### src/rtl/uft_pkg.sv
package uft_pkg;
  localparam int FRAME_MAX = 12;

  typedef struct packed {
    logic [FRAME_MAX-1:0] bits;
    logic [3:0]           nbits;
  } frame_t;

  // data bit count from the length code: 00->8 ... 11->5
  function automatic logic [3:0] data_count(input logic [1:0] code);
    return 4'd8 - {2'b00, code};
  endfunction

  function automatic logic parity_bit(input logic [7:0] d, input logic [1:0] code,
                                      input logic odd);
    logic p;
    p = odd;
    for (int i = 0; i < 8; i++)
      if (4'(i) < data_count(code)) p = p ^ d[i];
    return p;
  endfunction

  // line bits in send order, LSB first, padded with idle ones
  function automatic frame_t build_frame(input logic [7:0] d, input logic [1:0] code,
                                         input logic pen, input logic podd,
                                         input logic [1:0] stop);
    frame_t f;
    logic [3:0] pos;
    f.bits = '1;
    f.bits[0] = 1'b0;
    pos = 4'd1;
    for (int i = 0; i < 8; i++) begin
      if (4'(i) < data_count(code)) begin
        f.bits[pos] = d[i];
        pos = pos + 4'd1;
      end
    end
    if (pen) begin
      f.bits[pos] = parity_bit(d, code, podd);
      pos = pos + 4'd1;
    end
    pos = pos + ((stop == 2'b01) ? 4'd2 : 4'd1);
    f.nbits = pos;
    return f;
  endfunction
endpackage

### src/rtl/uft_fifo.sv
module uft_fifo #(
  parameter int DEPTH = 64,
  parameter int W     = 8,
  localparam int AW   = $clog2(DEPTH),
  localparam int CW   = $clog2(DEPTH + 1)
) (
  input  logic          clk,
  input  logic          rst_n,
  input  logic          flush,
  input  logic          push,
  input  logic [W-1:0]  din,
  input  logic          pop,
  output logic [W-1:0]  dout,
  output logic          full,
  output logic          empty,
  output logic [CW-1:0] count,
  input  logic          clr_err,
  output logic          wr_err
);
  logic [W-1:0]  mem [DEPTH];
  logic [AW-1:0] wr_ptr, rd_ptr;
  logic [CW-1:0] cnt_q;
  logic          err_q;

  logic push_ok, pop_ok;
  assign full    = (cnt_q == CW'(DEPTH));
  assign empty   = (cnt_q == '0);
  assign push_ok = push && !full && !flush;
  assign pop_ok  = pop && !empty && !flush;

  function automatic logic [AW-1:0] bump(input logic [AW-1:0] p);
    return (p == AW'(DEPTH - 1)) ? '0 : p + AW'(1);
  endfunction

  always_ff @(posedge clk) begin
    if (push_ok) mem[wr_ptr] <= din;
  end

  always_ff @(posedge clk or negedge rst_n) begin
    if (!rst_n) begin
      wr_ptr <= '0;
      rd_ptr <= '0;
      cnt_q  <= '0;
    end else if (flush) begin
      wr_ptr <= '0;
      rd_ptr <= '0;
      cnt_q  <= '0;
    end else begin
      if (push_ok) wr_ptr <= bump(wr_ptr);
      if (pop_ok)  rd_ptr <= bump(rd_ptr);
      case ({push_ok, pop_ok})
        2'b10:   cnt_q <= cnt_q + CW'(1);
        2'b01:   cnt_q <= cnt_q - CW'(1);
        default: cnt_q <= cnt_q;
      endcase
    end
  end

  always_ff @(posedge clk or negedge rst_n) begin
    if (!rst_n)              err_q <= 1'b0;
    else if (clr_err)        err_q <= 1'b0;
    else if (push && full)   err_q <= 1'b1;
  end

  assign dout   = mem[rd_ptr];
  assign count  = cnt_q;
  assign wr_err = err_q;


  full_drop_chk: assert property (@(posedge clk) disable iff (!rst_n)
    (push && full && !pop && !flush) |=> full)
    else $error("write to full FIFO changed occupancy");

  err_clear_chk: assert property (@(posedge clk) disable iff (!rst_n)
    clr_err |=> !wr_err)
    else $error("write error survived clear level");

  flush_chk: assert property (@(posedge clk) disable iff (!rst_n)
    flush |=> empty)
    else $error("flush left data in FIFO");
endmodule

### src/rtl/uft_shifter.sv
module uft_shifter
  import uft_pkg::*;
(
  input  logic       clk,
  input  logic       rst_n,
  input  logic       tick,
  input  logic       tx_en,
  input  logic       have_data,
  input  logic [7:0] din,
  input  logic [1:0] len_code,
  input  logic       par_en,
  input  logic       par_odd,
  input  logic [1:0] stop_code,
  output logic       pop,
  output logic       busy,
  output logic       txd
);
  logic [FRAME_MAX-1:0] frame_q;
  logic [3:0]           nbits_q, cnt_q;
  logic                 busy_q;
  frame_t               next_f;
  logic                 last_bit, load;

  assign next_f   = build_frame(din, len_code, par_en, par_odd, stop_code);
  assign last_bit = busy_q && (cnt_q == nbits_q - 4'd1);
  assign load     = tick && tx_en && have_data && (!busy_q || last_bit);

  always_ff @(posedge clk or negedge rst_n) begin
    if (!rst_n) begin
      frame_q <= '1;
      nbits_q <= '0;
      cnt_q   <= '0;
      busy_q  <= 1'b0;
    end else if (load) begin
      frame_q <= next_f.bits;
      nbits_q <= next_f.nbits;
      cnt_q   <= '0;
      busy_q  <= 1'b1;
    end else if (tick && busy_q) begin
      if (last_bit) begin
        busy_q <= 1'b0;
      end else begin
        frame_q <= {1'b1, frame_q[FRAME_MAX-1:1]};
        cnt_q   <= cnt_q + 4'd1;
      end
    end
  end

  assign pop  = load;
  assign busy = busy_q;
  assign txd  = busy_q ? frame_q[0] : 1'b1;


  idle_line_chk: assert property (@(posedge clk) disable iff (!rst_n)
    !busy |-> txd)
    else $error("line low while idle");

  tick_hold_chk: assert property (@(posedge clk) disable iff (!rst_n)
    (busy && !tick) |=> $stable(txd))
    else $error("line moved without a tick");

  no_start_off_chk: assert property (@(posedge clk) disable iff (!rst_n)
    (!busy && !tx_en) |=> !busy)
    else $error("frame started while disabled");
endmodule

### src/rtl/uft_irq_cmp.sv
module uft_irq_cmp #(
  parameter int CW    = 7,
  parameter int TW    = 8,
  localparam int MW   = (CW > TW) ? CW : TW
) (
  input  logic          irq_en,
  input  logic [CW-1:0] count,
  input  logic [TW-1:0] thresh,
  output logic          irq
);
  logic [MW-1:0] c_ext, t_ext;
  assign c_ext = MW'(count);
  assign t_ext = MW'(thresh);
  assign irq   = irq_en && (c_ext <= t_ext);
endmodule

### src/rtl/uart_frame_tx.sv
module uart_frame_tx #(
  parameter int DEPTH = 64,
  localparam int CW   = $clog2(DEPTH + 1)
) (
  input  logic       clk,
  input  logic       rst_n,
  input  logic       tx_rst,
  input  logic       tx_en,
  input  logic [1:0] len_code,
  input  logic       par_en,
  input  logic       par_odd,
  input  logic [1:0] stop_code,
  input  logic       baud_tick,
  input  logic       wr_en,
  input  logic [7:0] wr_data,
  input  logic       clr_err,
  input  logic       irq_en,
  input  logic [7:0] irq_thresh,
  output logic       txd,
  output logic       fifo_full,
  output logic       fifo_empty,
  output logic       busy,
  output logic       wr_err,
  output logic       irq
);
  logic          pop;
  logic [7:0]    head;
  logic [CW-1:0] count;

  uft_fifo #(.DEPTH(DEPTH), .W(8)) u_fifo (
    .clk(clk), .rst_n(rst_n), .flush(tx_rst), .push(wr_en), .din(wr_data),
    .pop(pop), .dout(head), .full(fifo_full), .empty(fifo_empty),
    .count(count), .clr_err(clr_err), .wr_err(wr_err)
  );

  uft_shifter u_shift (
    .clk(clk), .rst_n(rst_n), .tick(baud_tick), .tx_en(tx_en),
    .have_data(!fifo_empty && !tx_rst), .din(head), .len_code(len_code),
    .par_en(par_en), .par_odd(par_odd), .stop_code(stop_code),
    .pop(pop), .busy(busy), .txd(txd)
  );

  uft_irq_cmp #(.CW(CW), .TW(8)) u_irq (
    .irq_en(irq_en), .count(count), .thresh(irq_thresh), .irq(irq)
  );


  irq_gate_chk: assert property (@(posedge clk) disable iff (!rst_n)
    irq |-> irq_en)
    else $error("interrupt without enable");

  irq_empty_chk: assert property (@(posedge clk) disable iff (!rst_n)
    (irq_en && fifo_empty) |-> irq)
    else $error("interrupt missing at zero occupancy");
endmodule

### config.mk
export PLATFORM = sky130hd
export DESIGN_NAME = uart_frame_tx
export DESIGN_NICKNAME = d
export VERILOG_FILES = /design/src/rtl/uft_pkg.sv /design/src/rtl/uft_fifo.sv /design/src/rtl/uft_shifter.sv /design/src/rtl/uft_irq_cmp.sv /design/src/rtl/uart_frame_tx.sv
export SDC_FILE = /design/constraint.sdc
export NUM_CORES = 1
export LEC_CHECK = 0
export ABC_AREA = 1
export BUFFER_PORTS_ARGS = -buffer_cell sky130_fd_sc_hd__buf_4
export CAP_MARGIN = 10
export CELL_PAD_IN_SITES_DETAIL_PLACEMENT = 1
export CELL_PAD_IN_SITES_GLOBAL_PLACEMENT = 1
export CORE_ASPECT_RATIO = 0.5
export CORE_MARGIN = 3
export CORE_UTILIZATION = 44
export DETAILED_ROUTE_END_ITERATION = 12
export HOLD_SLACK_MARGIN = 0.15
export PLACE_DENSITY_LB_ADDON = 0.1
export SYNTH_ARGS = -nofsm -noshare
export SYNTH_HDL_FRONTEND = slang
export SYNTH_SLANG_ARGS = --single-unit
### constraint.sdc
create_clock -name clk -period 3.2 [get_ports clk]
set_clock_uncertainty 0.15 [all_clocks]
set_input_delay 0.32 -clock clk [delete_from_list [all_inputs] [get_ports clk]]
set_output_delay 0.32 -clock clk [all_outputs]
set_load 0.01 [all_outputs]
==> results of run 1 <==
## cell usage in the layout, fill, tap and decap left out, types with 4 or more instances in the layout
cell type / Yosys / final
sky130_fd_sc_hd__buf_12: 0 / 12
sky130_fd_sc_hd__clkbuf_16: 0 / 62
sky130_fd_sc_hd__a21oi_1: 69 / 59
sky130_fd_sc_hd__nand3_1: 274 / 245
sky130_fd_sc_hd__clkinv_1: 2 / 13
sky130_fd_sc_hd__nand3_2: 2 / 30
sky130_fd_sc_hd__xnor2_1: 7 / 7
sky130_fd_sc_hd__nor2_2: 0 / 17
sky130_fd_sc_hd__dlygate4sd3_1: 0 / 9
sky130_fd_sc_hd__buf_4: 11 / 155
sky130_fd_sc_hd__o21ai_0: 89 / 83
sky130_fd_sc_hd__clkbuf_1: 25 / 11
sky130_fd_sc_hd__xor2_1: 10 / 10
sky130_fd_sc_hd__nand2_2: 4 / 26
sky130_fd_sc_hd__nand4_1: 8 / 8
sky130_fd_sc_hd__inv_2: 5 / 6
sky130_fd_sc_hd__o21ai_1: 17 / 22
sky130_fd_sc_hd__edfxtp_1: 512 / 512
sky130_fd_sc_hd__buf_6: 25 / 12
sky130_fd_sc_hd__ha_1: 26 / 23
sky130_fd_sc_hd__clkinv_2: 0 / 8
sky130_fd_sc_hd__buf_16: 0 / 7
sky130_fd_sc_hd__nor3_1: 18 / 18
sky130_fd_sc_hd__nand2_4: 3 / 4
sky130_fd_sc_hd__inv_1: 126 / 124
sky130_fd_sc_hd__o22ai_1: 8 / 8
sky130_fd_sc_hd__dfrtp_1: 29 / 27
sky130_fd_sc_hd__o211ai_1: 10 / 10
sky130_fd_sc_hd__nand2_1: 716 / 693
sky130_fd_sc_hd__dfstp_2: 12 / 12
sky130_fd_sc_hd__nor2_1: 220 / 202
sky130_fd_sc_hd__a21oi_2: 1 / 9
## path summary, 6_finish.rpt
kind                                                 from                              to  slack, ns
max                        u_shift.nbits_q[0]$_DFFE_PN0N_     u_fifo.count[6]$_DFFE_PN0P_     0.0004
min                                          stop_code[0]  u_shift.nbits_q[0]$_DFFE_PN0N_       0.16
max reg2reg                u_shift.nbits_q[0]$_DFFE_PN0N_     u_fifo.count[6]$_DFFE_PN0P_     0.0004
min reg2reg                u_shift.frame_q[7]$_DFFE_PN1P_  u_shift.frame_q[7]$_DFFE_PN1P_       0.34
max in group asynchronous                           rst_n  u_shift.nbits_q[1]$_DFFE_PN0N_       1.84
min in group asynchronous                           rst_n    u_fifo.rd_ptr[5]$_DFFE_PN0P_       0.60
## flip-flops by register name (all words and copies together), names as in the netlist, 4 cells and up
name             count
u_shift.cnt_q        4
u_shift.frame_q     12
u_fifo.rd_ptr        6
u_fifo.count         7
u_fifo.mem         512
u_fifo.wr_ptr        6
u_shift.nbits_q      4
## final cells by class
cell class                      count  area [um^2]
Clock inverter                     25        201.4
Sequential cell                   553        16420
Timing Repair inverter              3        38.79
Clock buffer                       66         1358
Fill cell                        5792        25490
Timing Repair Buffer              209         2142
Multi-Input combinational cell   1501         7154
Inverter                          134        534.3
Tap cell                          744        930.9
## per-stage QoR
stage                     utilization (%)  cell area [um^2]
after floorplan                         -             24400
after global placement              48.09             26100
after detailed placement            48.09             26100
after CTS                           51.20             27790
after global routing                53.03             28780
final                               53.03             28780
## logic make-up (layout without fill, tap and decap cells)
family	count (synthesis)	in the layout	share of synthesized area, %
simple gates	1255	1255	21.29
flops	553	553	67.31
buf+inv	244	437	4.930
compound gates	201	201	4.366
fa+ha+maj	28	28	1.498
xor+xnor	17	17	0.6105
## worst max-delay path: cells and delay by family, from the launching register on
family / cells / cell delay [ns]
flip-flops: 1 / 0.38
AND/OR/NAND/NOR: 6 / 0.83
XOR/XNOR: 2 / 0.31
buffers and inverters: 1 / 0.07
AO/OA/AOI/OAI: 6 / 0.85
adder cells (fa/ha/maj): 2 / 0.52
## layer usage
metal,GRT usage (%),share of wire [%]
met4,4.275,1.5
met2,39.42,46
met5,0,0
met3,3.535,5.8
met1,35.33,47
## power groups by stage
stage                     logic [W]  registers, W  clock network (W)
final                       0.00238       0.00815            0.00598
after global routing        0.00261       0.00816            0.00637
after CTS                   0.00203       0.00815            0.00604
after detailed placement    0.00199       0.00830                  0
after global placement      0.00194       0.00830                  0
after floorplan             0.00121       0.00828                  0
## what timing repair did
action | in CTS | in global routing
hold buffers | 10 | 0
resized for setup | 4 | 130
gates cloned | 0 | 16
hold endpoints to repair | 61 | 0
buffers inserted | 0 | 17
pin swaps | 2 | 29
endpoints found under the setup margin | 14 | 51
==> metrics.txt, run 1 <==
# TYPE chip_impl_metric gauge
chip_impl_info{name="critical_path.endpoint_type",value="register"} 1
chip_impl_metric{name="slew_headroom",unit="%"} 38.42
chip_impl_info{name="setup_repair_after_global_routing_missed_its_margin",value="yes"} 1
chip_impl_metric{name="crit_fanout",unit=""} 5
chip_impl_info{name="run_status",value="finished, final reports clean"} 1
chip_impl_info{name="post_synth_most_frequent_cells",value="716 x sky130_fd_sc_hd__nand2_1, 512 x sky130_fd_sc_hd__edfxtp_1, 274 x sky130_fd_sc_hd__nand3_1"} 1
chip_impl_metric{name="grt_max_degree",unit=""} 77
chip_impl_metric{name="dpl.cell_count",unit=""} 3101
chip_impl_metric{name="finalSetupTns",unit="ns"} 0
chip_impl_metric{name="fraction_of_layout_instances_using_a_drive_strength_above_1",unit="%"} 15.94
chip_impl_metric{name="htree_levels",unit=""} 2
chip_impl_metric{name="cellInternalPower",unit="W"} 0.01216
chip_impl_metric{name="ff2ff_path_depth",unit=""} 17
chip_impl_metric{name="clock-sinks",unit=""} 553
chip_impl_metric{name="place_worst_setup_slack",unit="ns"} -0.09991
chip_impl_metric{name="portion_of_the_post_synthesis_area_used_by_sequential_elements",unit="%"} 67.31
chip_impl_metric{name="place.gp.congestion",unit=""} 0.8546
chip_impl_metric{name="number_of_antenna_violations_at_the_first_check_in_global_routing",unit=""} 0
chip_impl_metric{name="final_cells",unit=""} 3235
chip_impl_metric{name="share_of_async_settable_or_async_resettable_flops_after_synthesis",unit="%"} 7.414
chip_impl_metric{name="area_of_the_mapped_netlist",unit="um^2"} 24390
chip_impl_metric{name="worst_pin_slew",unit="ns"} 0.9236
chip_impl_metric{name="final_hold_viol_count",unit=""} 0
chip_impl_metric{name="detail_route.vias_per_cell",unit=""} 5.494
chip_impl_metric{name="power_frac_clock",unit="%"} 36.2
chip_impl_info{name="setup.worst_path.class",value="reg2reg"} 1
chip_impl_metric{name="yosysWarnings",unit=""} 0
chip_impl_info{name="yosys.cell_count.top_type",value="sky130_fd_sc_hd__nand2_1"} 1
chip_impl_metric{name="synth_fp_nets",unit=""} 2356
chip_impl_info{name="critical_path.slowest_cell",value="sky130_fd_sc_hd__dfrtp_1"} 1
chip_impl_metric{name="route.detailed.drc",unit=""} 0
chip_impl_metric{name="total_switching_power",unit="W"} 0.004347
chip_impl_metric{name="report.final.slew_viol_count",unit=""} 0
chip_impl_metric{name="final_min_period_over_clock_period",unit="%"} 99.99
chip_impl_info{name="tritoncts",value="built"} 1
chip_impl_metric{name="grt_pass1_vias",unit=""} 17700
chip_impl_metric{name="seq_power_share",unit="%"} 49.4
chip_impl_info{name="path_cells",value="inv_2, ha_4, or2_2, o211ai_1, o31ai_2, nand2_1, nor2_4, ha_4, a21oi_4, o31ai_4, and2_4, o21ai_2, nand2_1, xor2_1, xnor2_1, nand3_1, o21ai_1"} 1
chip_impl_metric{name="synth.top_cell.area_share",unit="%"} 63.04
chip_impl_metric{name="nets",unit=""} 2510
chip_impl_metric{name="maxClockFrequency",unit="MHz"} 312.5
chip_impl_metric{name="drt_wl_total",unit="mm"} 75.79
chip_impl_metric{name="clock_insertion_delay_worst_skew",unit="ns"} 0.59
chip_impl_metric{name="die_x",unit="um"} 339.0
chip_impl_metric{name="switching_share",unit="%"} 26.33
chip_impl_metric{name="fp.coreArea",unit="um^2"} 54280
chip_impl_metric{name="detail_route.first_pass.iterations",unit=""} 5
chip_impl_metric{name="post_synth_num_cell_types",unit=""} 41
chip_impl_metric{name="floorplan.initialDensity",unit="%"} 44.94
chip_impl_metric{name="leakage",unit="nW"} 11.21
chip_impl_metric{name="post_drt_wl_per_cell",unit="um"} 23.43
chip_impl_metric{name="power_frac_comb",unit="%"} 14.4
chip_impl_metric{name="global_route_wire_length_before_repair",unit="mm"} 108.0
chip_impl_metric{name="place.detailed.hpwl",unit="mm"} 44.05
chip_impl_metric{name="clock_tree.buffer_depth",unit=""} 3
chip_impl_metric{name="cts_inserted_buffers",unit=""} 50
chip_impl_metric{name="critical_path_arrival",unit="ns"} 3.56
chip_impl_metric{name="finalSetupViolations",unit=""} 0
chip_impl_metric{name="slowest_delay",unit="ns"} 0.38
chip_impl_info{name="ctsRootBufferMaster",value="sky130_fd_sc_hd__clkbuf_16"} 1
chip_impl_metric{name="smallest_hold_slack",unit="ns"} 0.1613
chip_impl_metric{name="io-pin-count",unit=""} 36
chip_impl_metric{name="globalRouteTotalUtil",unit="%"} 24.25
chip_impl_metric{name="detail-route-antenna-nets",unit=""} 0
chip_impl_metric{name="fp.dieH",unit="um"} 172.5
chip_impl_metric{name="buffer_ports.inserted",unit=""} 35
chip_impl_metric{name="areaGrowthSynthToFinish",unit="%"} 18.01
chip_impl_info{name="worstHoldPathType",value="in2reg"} 1
chip_impl_info{name="start_kind",value="register"} 1
chip_impl_metric{name="initialDrtViolationCount",unit=""} 1445
chip_impl_metric{name="row_count",unit=""} 60
chip_impl_metric{name="synth-seq-cells",unit=""} 553
chip_impl_metric{name="timing.final.crit_period",unit="ns"} 3.200
chip_impl_metric{name="post-route-worst-setup-slack",unit="ns"} 0.0004321
chip_impl_metric{name="timing.critical_path.required",unit="ns"} 3.56
chip_impl_metric{name="clk_pin_slew_worst_paths",unit="ns"} 0.07
chip_impl_metric{name="worstHoldPathCells",unit=""} 7
chip_impl_info{name="ys_dominant_reg_cell",value="sky130_fd_sc_hd__edfxtp_1"} 1
chip_impl_metric{name="postSynthCellCount",unit=""} 2298
chip_impl_metric{name="postSynthAreaPerCell",unit="um^2"} 10.61
chip_impl_metric{name="count_of_flip_flops_with_a_built_in_enable_after_synthesis",unit=""} 512
chip_impl_metric{name="grt_overflow_total",unit=""} 0
chip_impl_info{name="synth.area.top_cells",value="sky130_fd_sc_hd__edfxtp_1 63%, sky130_fd_sc_hd__nand2_1 11%, sky130_fd_sc_hd__nand3_1 5.6%, sky130_fd_sc_hd__nor2_1 3.4%, sky130_fd_sc_hd__dfrtp_1 3.0%"} 1
chip_impl_info{name="synth.largest_area_cell",value="sky130_fd_sc_hd__edfxtp_1"} 1
chip_impl_metric{name="total_die_area",unit="um^2"} 58460
chip_impl_metric{name="antenna_cells_inserted",unit=""} 0
chip_impl_metric{name="report.power.total",unit="W"} 0.01651
chip_impl_metric{name="num_vias",unit=""} 17772
chip_impl_metric{name="vdd_drop_max",unit="mV"} 0.4182
chip_impl_metric{name="power_density",unit="nW/um^2"} 573.5
chip_impl_metric{name="max-cap-violations",unit=""} 0
Power figures use the tool's default switching activity.
==> run 2: changes to the inputs <==
- PLACE_DENSITY: not set -> 0.72
- PLACE_DENSITY_LB_ADDON: 0.1 -> not set
==> run 2 against run 1 <==
Final cell count fell by 1.2%. Worst hold slack better by 0.021 ns. Worst setup slack got worse by 0.015 ns. The run now ends with negative setup slack left. Largest power group unchanged. Register-to-register slack hardly changed. Global-route usage decreased by 0.45 points.
==> metrics.txt, run 2 (synthesis results as in run 1) <==
# TYPE chip_impl_metric gauge
chip_impl_metric{name="timing.critical_path.required",unit="ns"} 3.55
chip_impl_metric{name="total_switching_power",unit="W"} 0.004217
chip_impl_metric{name="cts_inserted_buffers",unit=""} 50
chip_impl_metric{name="slew_headroom",unit="%"} 39.68
chip_impl_info{name="worstHoldPathType",value="in2reg"} 1
chip_impl_metric{name="critical_path.n_buffers_inverters",unit=""} 2
chip_impl_metric{name="maxClockFrequency",unit="MHz"} 311.1
chip_impl_info{name="setup.worst_path.class",value="reg2reg"} 1
chip_impl_info{name="top_register",value="u_fifo.mem"} 1
chip_impl_metric{name="largest_register_ff_count",unit=""} 512
chip_impl_metric{name="global_route_wire_length_before_repair",unit="mm"} 106.2
chip_impl_metric{name="critical_path_arrival",unit="ns"} 3.57
chip_impl_info{name="path_cells",value="inv_2, ha_4, or2_2, o211ai_1, o31ai_2, nand2_2, nor2_4, buf_6, ha_4, a21oi_4, o31ai_4, and2_4, o21ai_2, nand2_1, xor2_1, xnor2_1, nand3_1, o21ai_1"} 1
chip_impl_metric{name="num_vias",unit=""} 17766
chip_impl_metric{name="place.detailed.hpwl",unit="mm"} 43.65
chip_impl_metric{name="crit_fanout",unit=""} 4
chip_impl_metric{name="route.detailed.drc",unit=""} 0
chip_impl_metric{name="smallest_hold_slack",unit="ns"} 0.1822
chip_impl_metric{name="initialDrtViolationCount",unit=""} 1744
chip_impl_metric{name="globalRouteTotalUtil",unit="%"} 23.80
chip_impl_metric{name="place.gp.congestion",unit=""} 0.8561
chip_impl_metric{name="row_count",unit=""} 60
chip_impl_metric{name="buffer_ports.inserted",unit=""} 35
chip_impl_metric{name="finalSetupTns",unit="ns"} -0.01419
chip_impl_info{name="worst_path_most_repeated_cell",value="sky130_fd_sc_hd__ha_4"} 1
chip_impl_metric{name="leakage",unit="nW"} 10.88
chip_impl_metric{name="power_frac_clock",unit="%"} 35.8
chip_impl_metric{name="clock_tree.buffer_depth",unit=""} 3
chip_impl_info{name="critical_path.endpoint_type",value="register"} 1
chip_impl_metric{name="final_cells",unit=""} 3195
chip_impl_metric{name="detail-route-antenna-nets",unit=""} 0
chip_impl_metric{name="grt_pass1_vias",unit=""} 18001
chip_impl_metric{name="fp.coreArea",unit="um^2"} 54280
chip_impl_metric{name="timing.final.crit_period",unit="ns"} 3.214
chip_impl_metric{name="detail_route.first_pass.iterations",unit=""} 5
chip_impl_metric{name="vdd_drop_max",unit="mV"} 0.3615
chip_impl_info{name="violations",value="negative setup slack"} 1
chip_impl_metric{name="detail_route.vias_per_cell",unit=""} 5.561
chip_impl_metric{name="cellInternalPower",unit="W"} 0.01187
chip_impl_metric{name="htree_levels",unit=""} 2
chip_impl_metric{name="total_die_area",unit="um^2"} 58460
chip_impl_metric{name="clk_pin_slew_worst_paths",unit="ns"} 0.07
chip_impl_metric{name="areaGrowthSynthToFinish",unit="%"} 15.68
chip_impl_metric{name="post-route-worst-setup-slack",unit="ns"} -0.01419
chip_impl_metric{name="power_density",unit="nW/um^2"} 570.2
chip_impl_metric{name="fraction_of_layout_instances_using_a_drive_strength_above_1",unit="%"} 13.87
chip_impl_info{name="mostFrequentLayoutCell",value="sky130_fd_sc_hd__nand2_1"} 1
chip_impl_metric{name="post_drt_wl_per_cell",unit="um"} 22.60
chip_impl_info{name="tritoncts",value="built"} 1
chip_impl_metric{name="antenna_cells_inserted",unit=""} 0
chip_impl_metric{name="seq_power_share",unit="%"} 50.6
chip_impl_metric{name="power_frac_comb",unit="%"} 13.6
chip_impl_metric{name="clock_insertion_delay_worst_skew",unit="ns"} 0.59
chip_impl_metric{name="max-cap-violations",unit=""} 0
chip_impl_metric{name="worst_pin_slew",unit="ns"} 0.9048
chip_impl_metric{name="number_of_antenna_violations_at_the_first_check_in_global_routing",unit=""} 1
chip_impl_metric{name="io-pin-count",unit=""} 36
chip_impl_metric{name="switching_share",unit="%"} 26.21
chip_impl_metric{name="fp.dieH",unit="um"} 172.5
chip_impl_info{name="ctsRootBufferMaster",value="sky130_fd_sc_hd__clkbuf_16"} 1
chip_impl_info{name="start_kind",value="register"} 1
chip_impl_info{name="path_delay_family",value="compound AO/OA/AOI/OAI gates"} 1
chip_impl_metric{name="finalSetupViolations",unit=""} 1
chip_impl_metric{name="final_min_period_over_clock_period",unit="%"} 100.4
chip_impl_metric{name="dpl.cell_count",unit=""} 3069
chip_impl_metric{name="report.final.slew_viol_count",unit=""} 0
chip_impl_metric{name="die_x",unit="um"} 339.0
chip_impl_info{name="mostFrequentLayoutCells",value="706 x sky130_fd_sc_hd__nand2_1, 512 x sky130_fd_sc_hd__edfxtp_1, 260 x sky130_fd_sc_hd__nand3_1"} 1
chip_impl_metric{name="floorplan.initialDensity",unit="%"} 44.94
chip_impl_metric{name="grt_max_degree",unit=""} 99
chip_impl_info{name="run_status",value="finished with violations"} 1
chip_impl_metric{name="clock-sinks",unit=""} 553
chip_impl_metric{name="grt_overflow_total",unit=""} 0
chip_impl_metric{name="slowest_delay",unit="ns"} 0.36
chip_impl_info{name="critical_path.slowest_cell",value="sky130_fd_sc_hd__dfrtp_1"} 1
chip_impl_metric{name="nets",unit=""} 2470
chip_impl_info{name="setup_repair_after_global_routing_missed_its_margin",value="yes"} 1
chip_impl_metric{name="drt_wl_total",unit="mm"} 72.21
chip_impl_metric{name="final_hold_viol_count",unit=""} 0
run 2: per-layer routing:
layer / up-vias / global-route usage, % / part of all wire [%]
li1: 8048 / - / -
met1: 9056 / 32.47 / 44
met2: 557 / 39.80 / 47
met3: 103 / 4.293 / 6.7
met4: 2 / 6.147 / 2.1
met5: - / 0 / 0.014
run 2: metrics by stage:
| stage | area [um^2] | power (W) | worst slack [ns] | utilization [%] |
|---|---|---|---|---|
| after floorplan | 24400 | 0.009484 | 0.05245 | - |
| after global placement | 25900 | 0.01019 | -0.1031 | 47.72 |
| after detailed placement | 25900 | 0.01026 | -0.2202 | 47.72 |
| after CTS | 27610 | 0.01598 | -0.02175 | 50.88 |
| after global routing | 28210 | 0.01672 | -0.2202 | 51.98 |
| final | 28210 | 0.01609 | -0.01419 | 51.98 |
run 2: final cells by class:
cell class / instances / area (um^2)
Clock buffer: 62 / 1296
Clock inverter: 29 / 195.2
Fill cell: 5810 / 26060
Inverter: 134 / 528.0
Multi-Input combinational cell: 1501 / 7071
Sequential cell: 553 / 16420
Tap cell: 744 / 930.9
Timing Repair Buffer: 172 / 1769
run 2: worst paths after layout:
path	from	end	slack [ns]	depth (start not counted)
worst min-delay path	wr_data[0]	u_fifo.mem[8][0]$_DFFE_PP_	0.18	1
worst max register to register	u_shift.nbits_q[0]$_DFFE_PN0N_	u_fifo.count[6]$_DFFE_PN0P_	-0.01	18
max in group asynchronous	rst_n	u_fifo.rd_ptr[0]$_DFFE_PN0P_	2.47	3
worst min register to register	u_shift.frame_q[7]$_DFFE_PN1P_	u_shift.frame_q[7]$_DFFE_PN1P_	0.34	2
min in group asynchronous	rst_n	u_shift.frame_q[7]$_DFFE_PN1P_	0.19	2
worst max-delay path	u_shift.nbits_q[0]$_DFFE_PN0N_	u_fifo.count[6]$_DFFE_PN0P_	-0.01	18
run 2: timing repair:
item,4_1_cts,5_1_grt
resized for setup,14,95
hold endpoints to repair,69,0
pin swaps,13,22
endpoints found under the setup margin,9,219
hold buffers,12,0
gates cloned,0,7
setup buffers,5,11
run 2: power groups by stage:
| stage | registers [W] | clock network [W] | logic, W |
|---|---|---|---|
| 2_1_floorplan | 0.00828 | 0 | 0.00121 |
| 3_3_place_gp | 0.00829 | 0 | 0.00190 |
| 3_5_place_dp | 0.00830 | 0 | 0.00196 |
| 4_1_cts | 0.00815 | 0.00582 | 0.00202 |
| 5_1_grt | 0.00816 | 0.00614 | 0.00242 |
| 6_report | 0.00815 | 0.00575 | 0.00219 |
==> run 3: changes to the inputs <==
- CORE_ASPECT_RATIO: 0.5 -> not set
- PLACE_DENSITY: 0.72 -> 0.7
- clock period: 3.2 -> 4 ns (I/O delays scaled with it)
==> run 3 against run 2 <==
The flow now finishes without violations. Worst setup slack gained 0.41 ns. Non-clock buffer count fell by 63. Via count is 3.3% lower. Critical path depth is the same. Flip-flop and latch count stayed put. Core utilization is 1.6 points lower. Count of clock-buffer cells in the layout rose by 12. Largest cell class unchanged. Largest power group unchanged. Highest routed layer is now met4.
==> metrics.txt, run 3 (synthesis results as in run 1) <==
# TYPE chip_impl_metric gauge
chip_impl_metric{name="worst_pin_slew",unit="ns"} 0.9394
chip_impl_metric{name="detail-route-antenna-nets",unit=""} 0
chip_impl_metric{name="postCtsSetupBuffers",unit=""} 0
chip_impl_metric{name="place_worst_setup_slack",unit="ns"} 0.4143
chip_impl_metric{name="switching_share",unit="%"} 25.40
chip_impl_metric{name="total_die_area",unit="um^2"} 58290
chip_impl_metric{name="cellInternalPower",unit="W"} 0.009840
chip_impl_metric{name="clock-sinks",unit=""} 553
chip_impl_info{name="ctsRootBufferMaster",value="sky130_fd_sc_hd__clkbuf_16"} 1
chip_impl_metric{name="multiInputGateArea",unit="um^2"} 6771
chip_impl_metric{name="fraction_of_layout_instances_using_a_drive_strength_above_1",unit="%"} 8.868
chip_impl_metric{name="vdd_drop_max",unit="mV"} 0.3825
chip_impl_metric{name="crit_fanout",unit=""} 12
chip_impl_metric{name="grt_overflow_total",unit=""} 0
chip_impl_metric{name="total_switching_power",unit="W"} 0.003350
chip_impl_metric{name="seq_power_share",unit="%"} 49.5
chip_impl_metric{name="cts_hold_buffers",unit=""} 10
chip_impl_metric{name="grt_pass1_vias",unit=""} 17872
chip_impl_metric{name="row_count",unit=""} 85
chip_impl_metric{name="place.gp.congestion",unit=""} 0.8380
chip_impl_metric{name="final_min_period_over_clock_period",unit="%"} 90.10
chip_impl_info{name="run_status",value="finished, final reports clean"} 1
chip_impl_metric{name="clock_tree.buffer_depth",unit=""} 3
chip_impl_metric{name="finalSetupTns",unit="ns"} 0
chip_impl_info{name="top_register",value="u_fifo.mem"} 1
chip_impl_metric{name="sequential_cell_area",unit="um^2"} 16420
chip_impl_metric{name="clk_pin_slew_worst_paths",unit="ns"} 0.07
chip_impl_metric{name="smallest_hold_slack",unit="ns"} 0.1776
chip_impl_metric{name="number_of_antenna_violations_at_the_first_check_in_global_routing",unit=""} 0
chip_impl_info{name="tritoncts",value="built"} 1
chip_impl_info{name="start_kind",value="register"} 1
chip_impl_metric{name="slew_headroom",unit="%"} 37.14
chip_impl_metric{name="areaGrowthSynthToFinish",unit="%"} 12.28
chip_impl_metric{name="finalSetupViolations",unit=""} 0
chip_impl_metric{name="groute.layer.met3.usage",unit="%"} 3.324
chip_impl_metric{name="buffer_ports.inserted",unit=""} 35
chip_impl_metric{name="place.detailed.hpwl",unit="mm"} 41.20
chip_impl_metric{name="global_route_wire_length_before_repair",unit="mm"} 106.1
chip_impl_info{name="critical_path.endpoint_type",value="register"} 1
chip_impl_metric{name="detail_route.first_pass.iterations",unit=""} 5
chip_impl_metric{name="power_density",unit="nW/um^2"} 481.7
chip_impl_metric{name="fp.coreArea",unit="um^2"} 54350
chip_impl_metric{name="use_met1",unit="%"} 32.64
chip_impl_info{name="mostFrequentLayoutCell",value="sky130_fd_sc_hd__nand2_1"} 1
chip_impl_metric{name="power_frac_clock",unit="%"} 39.5
chip_impl_metric{name="filler_cell_count",unit=""} 5859
chip_impl_metric{name="maxClockFrequency",unit="MHz"} 277.5
chip_impl_metric{name="clock_insertion_delay_worst_skew",unit="ns"} 0.63
chip_impl_metric{name="timing.final.crit_period",unit="ns"} 3.604
chip_impl_metric{name="initialDrtViolationCount",unit=""} 1279
chip_impl_metric{name="route.detailed.drc",unit=""} 0
chip_impl_metric{name="report.final.slew_viol_count",unit=""} 0
chip_impl_metric{name="post_drt_wl_per_cell",unit="um"} 22.13
chip_impl_metric{name="globalRouteTotalUtil",unit="%"} 24.01
chip_impl_metric{name="largest_register_ff_count",unit=""} 512
chip_impl_metric{name="drt_wl_total",unit="mm"} 69.52
chip_impl_info{name="setup_repair_after_global_routing_missed_its_margin",value="no"} 1
chip_impl_metric{name="floorplan.initialDensity",unit="%"} 44.88
chip_impl_metric{name="grt_max_degree",unit=""} 100
chip_impl_info{name="setup.worst_path.class",value="reg2reg"} 1
chip_impl_metric{name="htree_levels",unit=""} 2
chip_impl_info{name="worstHoldPathType",value="in2async"} 1
chip_impl_metric{name="detail_route.vias_per_cell",unit=""} 5.470
chip_impl_metric{name="nets",unit=""} 2415
chip_impl_info{name="busiest_layer",value="met2"} 1
chip_impl_metric{name="max-cap-violations",unit=""} 0
chip_impl_metric{name="critical_path_arrival",unit="ns"} 4.00
chip_impl_metric{name="ctsResizeCount",unit=""} 0
chip_impl_metric{name="antenna_cells_inserted",unit=""} 0
chip_impl_metric{name="cts_inserted_buffers",unit=""} 58
chip_impl_metric{name="grtUsageMet2",unit="%"} 40.52
chip_impl_metric{name="timing.critical_path.required",unit="ns"} 4.40
chip_impl_metric{name="io-pin-count",unit=""} 36
chip_impl_info{name="mostFrequentLayoutCells",value="716 x sky130_fd_sc_hd__nand2_1, 512 x sky130_fd_sc_hd__edfxtp_1, 274 x sky130_fd_sc_hd__nand3_1"} 1
chip_impl_metric{name="fp.dieH",unit="um"} 241.4
chip_impl_metric{name="num_vias",unit=""} 17180
chip_impl_metric{name="power_frac_comb",unit="%"} 11.0
chip_impl_metric{name="die_x",unit="um"} 241.4
chip_impl_metric{name="post-route-worst-setup-slack",unit="ns"} 0.3962
chip_impl_metric{name="leakage",unit="nW"} 10.56
chip_impl_metric{name="final_hold_viol_count",unit=""} 0
## run 3: cell types whose count changed in the layout (fill, tap and decap cells not counted), sizes merged
| cell | change |
|---|---|
| buf | -55 |
| bufinv | +2 |
| clkbuf | +5 |
| clkinv | -4 |
| clkinvlp | +1 |
| dlygate4sd3 | -1 |
| inv | +3 |
## run 3: worst max-delay path, stage by stage (launching register included)
cell and delay (ns):
sky130_fd_sc_hd__dfrtp_1 0.45, sky130_fd_sc_hd__nor4_1 0.31, sky130_fd_sc_hd__inv_1 0.10, sky130_fd_sc_hd__nor3_1 0.36, sky130_fd_sc_hd__nor2_1 0.13, sky130_fd_sc_hd__inv_1 0.12, sky130_fd_sc_hd__nor2_1 0.17, sky130_fd_sc_hd__nor2_1 0.14
sky130_fd_sc_hd__buf_4 0.17, sky130_fd_sc_hd__ha_1 0.27, sky130_fd_sc_hd__a21oi_1 0.20, sky130_fd_sc_hd__o31ai_1 0.11, sky130_fd_sc_hd__and2_1 0.16, sky130_fd_sc_hd__o21ai_0 0.15, sky130_fd_sc_hd__nand2_1 0.09, sky130_fd_sc_hd__xor2_1 0.16
sky130_fd_sc_hd__xnor2_1 0.13, sky130_fd_sc_hd__nand3_1 0.07, sky130_fd_sc_hd__o21ai_0 0.09
## run 3: per-layer routing
metal	up-vias	share of wire [%]
met1	8711	43
met5	-	0
met4	0	2.6
li1	7938	-
met3	125	5.2
met2	406	49
## run 3: final cells by class
cell class,instances,share of cell area [%]
clock buffer,74,5.593
clock inverter,31,0.9824
inverter,134,1.855
multi-input combinational,1501,24.73
sequential,553,59.97
tap,739,3.377
timing repair buffer,109,3.491
## run 3: metrics by stage
stage	std cells	total power, W	cell area [um^2]	util, %
after floorplan	2298	0.007587	24390	-
after global placement	3026	0.008033	25480	46.89
after detailed placement	3026	0.008095	25480	46.89
after CTS	3141	0.01330	27380	50.39
after global routing	3141	0.01371	27380	50.39
final	3141	0.01319	27380	50.39
## run 3: worst paths after layout
kind	from	end	slack, ns	depth (start not counted)
setup / recovery	u_fifo.count[0]$_DFFE_PN0P_	u_fifo.count[6]$_DFFE_PN0P_	0.40	18
max in group asynchronous	rst_n	u_fifo.rd_ptr[1]$_DFFE_PN0P_	3.06	2
hold / removal	rst_n	u_shift.cnt_q[3]$_DFFE_PN0P_	0.18	2
min in group clk	stop_code[0]	u_shift.nbits_q[0]$_DFFE_PN0N_	0.20	7
hold reg to reg	u_shift.frame_q[7]$_DFFE_PN1P_	u_shift.frame_q[7]$_DFFE_PN1P_	0.33	2
setup reg to reg	u_fifo.count[0]$_DFFE_PN0P_	u_fifo.count[6]$_DFFE_PN0P_	0.40	18
## run 3: power groups by stage
stage | registers, W | clock network, W | logic, W
global route | 0.00654 | 0.00553 | 0.00164
floorplan | 0.00662 | 0 | 0.000963
finish | 0.00653 | 0.00520 | 0.00145
CTS | 0.00653 | 0.00530 | 0.00147
detailed placement | 0.00665 | 0 | 0.00144
global placement | 0.00665 | 0 | 0.00139
